## src/rtl/sj_pkg.sv

```systemverilog
package sj_pkg;

    typedef enum logic [1:0] {
        CMP_LT = 2'd0,
        CMP_EQ = 2'd1,
        CMP_GT = 2'd2
    } cmp_e;

    typedef enum logic [1:0] {
        ST_JOIN    = 2'd0,
        ST_DRAIN_A = 2'd1,
        ST_DRAIN_B = 2'd2
    } state_e;

    typedef struct packed {
        logic pop_a;
        logic pop_b;
        logic mac;
    } join_ctl_t;

    function automatic join_ctl_t decode_cmp(input cmp_e c);
        join_ctl_t r;
        r = '0;
        case (c)
            CMP_LT:  r.pop_a = 1'b1;
            CMP_GT:  r.pop_b = 1'b1;
            CMP_EQ:  begin r.pop_a = 1'b1; r.pop_b = 1'b1; r.mac = 1'b1; end
            default: r = '0;
        endcase
        return r;
    endfunction

endpackage

```

## src/rtl/sj_compare.sv

```systemverilog
module sj_compare
    import sj_pkg::*;
#(
    parameter int IDX_W = 8
) (
    input  logic [IDX_W-1:0] idx_a,
    input  logic [IDX_W-1:0] idx_b,
    output cmp_e             rel
);
    always_comb begin
        if (idx_a == idx_b)     rel = CMP_EQ;
        else if (idx_a < idx_b) rel = CMP_LT;
        else                    rel = CMP_GT;
    end
endmodule

```

## src/rtl/sj_mac.sv

```systemverilog
module sj_mac #(
    parameter int VAL_W = 16,
    parameter int ACC_W = 32
) (
    input  logic                    clk,
    input  logic                    rst,
    input  logic                    clear,
    input  logic                    add,
    input  logic signed [VAL_W-1:0] x,
    input  logic signed [VAL_W-1:0] y,
    output logic signed [ACC_W-1:0] acc_q,
    output logic signed [ACC_W-1:0] acc_next
);
    localparam int EXT_W = ACC_W - VAL_W;

    logic signed [ACC_W-1:0] ext_x, ext_y, prod;

    assign ext_x = {{EXT_W{x[VAL_W-1]}}, x};
    assign ext_y = {{EXT_W{y[VAL_W-1]}}, y};
    assign prod  = ext_x * ext_y;

    always_comb begin
        acc_next = acc_q;
        if (add) acc_next = acc_q + prod;
    end

    always_ff @(posedge clk) begin
        if (rst || clear) acc_q <= '0;
        else              acc_q <= acc_next;
    end
endmodule

```

## src/rtl/sparse_join_dot.sv

```systemverilog
module sparse_join_dot
    import sj_pkg::*;
#(
    parameter int IDX_W = 8,
    parameter int VAL_W = 16,
    parameter int ACC_W = 32
) (
    input  logic                    clk,
    input  logic                    rst,
    input  logic                    a_valid,
    output logic                    a_ready,
    input  logic [IDX_W-1:0]        a_idx,
    input  logic signed [VAL_W-1:0] a_val,
    input  logic                    a_last,
    input  logic                    b_valid,
    output logic                    b_ready,
    input  logic [IDX_W-1:0]        b_idx,
    input  logic signed [VAL_W-1:0] b_val,
    input  logic                    b_last,
    output logic signed [ACC_W-1:0] result,
    output logic                    done
);
    state_e                  state_q, state_d;
    cmp_e                    rel;
    join_ctl_t               ctl;
    logic                    both_v, mac_en;
    logic                    a_end, b_end, term;
    logic signed [ACC_W-1:0] acc_q, acc_next;
    logic signed [ACC_W-1:0] result_q;
    logic                    done_q;

    sj_compare #(.IDX_W(IDX_W)) cmp_i (
        .idx_a (a_idx),
        .idx_b (b_idx),
        .rel   (rel)
    );

    assign ctl    = decode_cmp(rel);
    assign both_v = a_valid && b_valid;

    always_comb begin
        a_ready = 1'b0;
        b_ready = 1'b0;
        mac_en  = 1'b0;
        case (state_q)
            ST_JOIN: begin
                a_ready = both_v && ctl.pop_a;
                b_ready = both_v && ctl.pop_b;
                mac_en  = both_v && ctl.mac;
            end
            ST_DRAIN_A: a_ready = 1'b1;
            ST_DRAIN_B: b_ready = 1'b1;
            default: ;
        endcase
    end

    assign a_end = a_valid && a_ready && a_last;
    assign b_end = b_valid && b_ready && b_last;
    assign term  = (state_q == ST_JOIN) && (a_end || b_end);

    always_comb begin
        state_d = state_q;
        case (state_q)
            ST_JOIN: begin
                if (a_end && !b_end)      state_d = ST_DRAIN_B;
                else if (b_end && !a_end) state_d = ST_DRAIN_A;
            end
            ST_DRAIN_A: if (a_end) state_d = ST_JOIN;
            ST_DRAIN_B: if (b_end) state_d = ST_JOIN;
            default: state_d = ST_JOIN;
        endcase
    end

    sj_mac #(.VAL_W(VAL_W), .ACC_W(ACC_W)) mac_i (
        .clk      (clk),
        .rst      (rst),
        .clear    (term),
        .add      (mac_en),
        .x        (a_val),
        .y        (b_val),
        .acc_q    (acc_q),
        .acc_next (acc_next)
    );

    always_ff @(posedge clk) begin
        if (rst) begin
            state_q  <= ST_JOIN;
            result_q <= '0;
            done_q   <= 1'b0;
        end else begin
            state_q <= state_d;
            done_q  <= term;
            if (term) result_q <= acc_next;
        end
    end

    assign result = result_q;
    assign done   = done_q;

    // Both heads consumed while comparing only when positions agree
    assert_match_pop_R2: assert property (@(posedge clk) disable iff (rst)
        (state_q == ST_JOIN && a_ready && b_ready) |-> (a_idx == b_idx));

    assert_smaller_a_R3: assert property (@(posedge clk) disable iff (rst)
        (state_q == ST_JOIN && a_ready && !b_ready) |-> (a_idx < b_idx));

    assert_smaller_b_R4: assert property (@(posedge clk) disable iff (rst)
        (state_q == ST_JOIN && b_ready && !a_ready) |-> (b_idx < a_idx));

    assert_stall_R5: assert property (@(posedge clk) disable iff (rst)
        (state_q == ST_JOIN && !both_v) |=> ($stable(acc_q) && !done));

    assert_drain_R7: assert property (@(posedge clk) disable iff (rst)
        (state_q != ST_JOIN) |-> !(a_ready && b_ready));

    assert_fresh_acc_R8: assert property (@(posedge clk) disable iff (rst)
        done |-> (acc_q == '0 || $past(mac_en)));

    assert_hold_result_R10: assert property (@(posedge clk) disable iff (rst)
        !done |-> $stable(result));
endmodule

```

## config.mk

```make
export PLATFORM = sky130hd
export DESIGN_NAME = sparse_join_dot
export DESIGN_NICKNAME = d
export VERILOG_FILES = /design/src/rtl/sj_pkg.sv /design/src/rtl/sj_compare.sv /design/src/rtl/sj_mac.sv /design/src/rtl/sparse_join_dot.sv
export SDC_FILE = /design/constraint.sdc
export NUM_CORES = 1
export LEC_CHECK = 0
export BUFFER_PORTS_ARGS = -buffer_cell sky130_fd_sc_hd__buf_4
export CAP_MARGIN = 20
export CORE_UTILIZATION = 33
export CTS_BUF_LIST = sky130_fd_sc_hd__clkbuf_8
export DETAILED_ROUTE_END_ITERATION = 7
export HOLD_SLACK_MARGIN = 0.15
export PLACE_DENSITY = 0.51
export REMOVE_ABC_BUFFERS = 1
export SYNTH_ARGS = -nofsm -noshare
export SYNTH_HDL_FRONTEND = slang
export SYNTH_SLANG_ARGS = --single-unit
```

## constraint.sdc

```tcl
create_clock -name clk -period 15.7 [get_ports clk]
set_input_delay 3.925 -clock clk [delete_from_list [all_inputs] [get_ports clk]]
set_output_delay 3.925 -clock clk [all_outputs]
set_load 0.03 [all_outputs]
```

==> out/qor.yml <==
global_route:
  grt_pass1_vias: 10051
  track_usage_pct: 16.2
  overflow: 0
  grt_pass1_wl_microns: 52900
  grt_max_degree: 66
  antenna_found_initial: 0
timing:
  slew_headroom_pct: 26.2
  max_freq_mhz: 102
  drv_slew: 0
  skew_ns: 0.0177
  hold_viol: 0
  rsz0062_at_grt: "false"
  timing.setup.tns_ns: 0
  setup_viol: 0
  period_share_pct: 62.6
  fin_crit_ns: 9.83
  setup_ws_ns: 5.87
  worst_pin_slew_ns: 1.11
routing:
  drt_wl_total_microns: 31800
  drtIter0Drc: 437
  ant_nets: 0
  first_pass_iters: 4
  vias: 9632
  wl_per_cell_microns: 15.5
  vias_per_cell: 4.70
  route.detailed.drc: 0
final_layout:
  drive_above_1_share_pct: 7.81
  area_growth_pct: 9.77
  diodes: 0
  final_common_cell: "inv_1"
  nets: 1970
  final_cell_mix: "351 x inv_1, 292 x fa_1, 138 x nand2_1"
synthesis:
  synthTopCellsByArea: "fa_1 43%, dfxtp_1 10%, ha_1 9.9%, inv_1 9.8%, and2_1 5.9%"
  ys_ff_latch: 67
  syn-cell-area_sq_um: 13500
  yosys.area.top_type: "fa_1"
  async_flop_share_pct: 0
  netlist_instances: 1468
  synth_top_cell_area_share_pct: 43.4
  synth.distinct_cells: 56
  ys.warnings.count: 0
  synth_edf_count: 0
  yosysSeqAreaShare_pct: 9.96
  ys.flop_type: "dfxtp_1"
  avgSynthCellArea_sq_um: 9.17
worst_setup_path:
  startpoint_type: "input pin"
  critical_path_class: "input pin to register"
  reg2reg_depth: 19
  critPathArrivalTime_ns: 10.08
  cp_max_fo: 16
  r2r_end: "result[30]"
  r2r-start: "mac_i.acc_q[15]"
  cp_data_required_time_ns: 15.94
  rrSetupSlack_ns: 10.37
  end_kind: "register"
floorplan:
  die_y_microns: 204
  die_width_microns: 204
  initial_core_util_pct: 33.6
  io_pins: 89
  coreArea_sq_um: 40000
  rows: 73
  die_area_sq_um: 41600
min_path:
  hp-start: "result[26]"
  hp-class: "register to register"
  min_to: "result[26]"
  whs_path_depth: 2
cts:
  clkSlewWorstSetupHoldPaths_ns: 0.07
  postCtsSetupRepairBufs: 0
  ctsRootBufferMaster: "clkbuf_8"
  clockBufferDepth: 2
  cts_resized: 0
  clock-sinks: 67
  clk_latency_ns: 0.36
  numCtsBuffers: 9
  ctsHoldBuffers: 0
  tritoncts: "built"
  cts_max_level: 3
placement:
  routabilityCongestion: 0.810
  dp_hpwl_microns: 26900
  port_buffers: 88
  dp_slack_ns: 5.50
outcome:
  status: "complete, no violations"
job:
  max_cap_viol_count: 0
-- final cells by class --
type / count / area [sq um]
flip-flops and latches: 67 / 1340
well taps: 525 / 657
fillers: 4131 / 25200
clock inverters: 5 / 28.8
multi-input cells: 999 / 10600
inverters: 350 / 1310
repair buffers: 91 / 683
clock buffers: 11 / 151
-- synth_stat cells (9+ instances only) --
cell type and n:
xor2_1 13, xnor2_1 24, o21ai_0 17, nor3_1 9
fa_1 292, a211oi_1 33, nor2_1 107, nand2_1 138
a21oi_1 26, and2_1 126, o21a_1 10, inv_1 350
ha_1 106, mux2i_1 17, clkbuf_1 41, dfxtp_1 67
-- registers in the layout, indices dropped and copies added (netlist names) --
name / flops
result: 32
state_q: 2
done: 1
mac_i.acc_q: 32
-- critical path, stage by stage --
cell and delay, ns:
buf_4 0.19, nand2_1 0.17, inv_1 0.09, fa_1 0.73, inv_1 0.11, fa_1 0.54
inv_1 0.29, fa_1 0.50, fa_1 0.50, fa_1 0.49, inv_1 0.05, fa_1 0.49
inv_1 0.04, ha_1 0.33, a21oi_1 0.23, nor2_1 0.08, a211oi_1 0.25, nand2_1 0.11
o2111ai_1 0.28, a31oi_1 0.15, xnor2_1 0.15, nand2_1 0.08, a32o_1 0.29
-- worst max-delay path by stage --
stage	from	to	slack [ns]	cells after the start
3_5_place_dp	b_val[1]	result[30]	5.50	23
3_3_place_gp	b_val[1]	result[30]	5.62	23
4_1_cts	b_val[1]	result[30]	5.85	23
5_1_grt	b_val[1]	result[30]	5.39	23
2_1_floorplan	b_idx[1]	a_ready	6.25	10
6_report	b_val[1]	result[30]	5.87	23
-- per-layer routing --
layer  share of wire, %  vias up  track usage (%)
met5                  0        -                0
met4               0.80        0             1.92
met3                3.7       14             1.74
met2                 50      170             27.7
met1                 46     4951             22.6
li1                   -     4497                -
-- logic make-up after synthesis --
kind of cell             synth area share (%)
AND/OR/NAND/NOR                          14.9
buffers and inverters                    11.3
adder cells (fa/ha/maj)                  53.3
AO/OA/AOI/OAI                            6.94
flip-flops                               9.96
XOR/XNOR                                 2.41
multiplexers                             1.26
-- through the flow --
step                      util (%)  hold slack, ns  cells  cell area [sq um]
final                         36.9           0.499   2048              14800
after global routing          36.9           0.521   2048              14800
after CTS                     36.9           0.507   2048              14800
after detailed placement      36.5           0.488   2032              14600
after global placement        36.5           0.482   2032              14600
after floorplan                  -           0.470   1416              13300
Power is not shown: default switching activity piles up to over one toggle a cycle in this logic, so the estimate is an artifact.
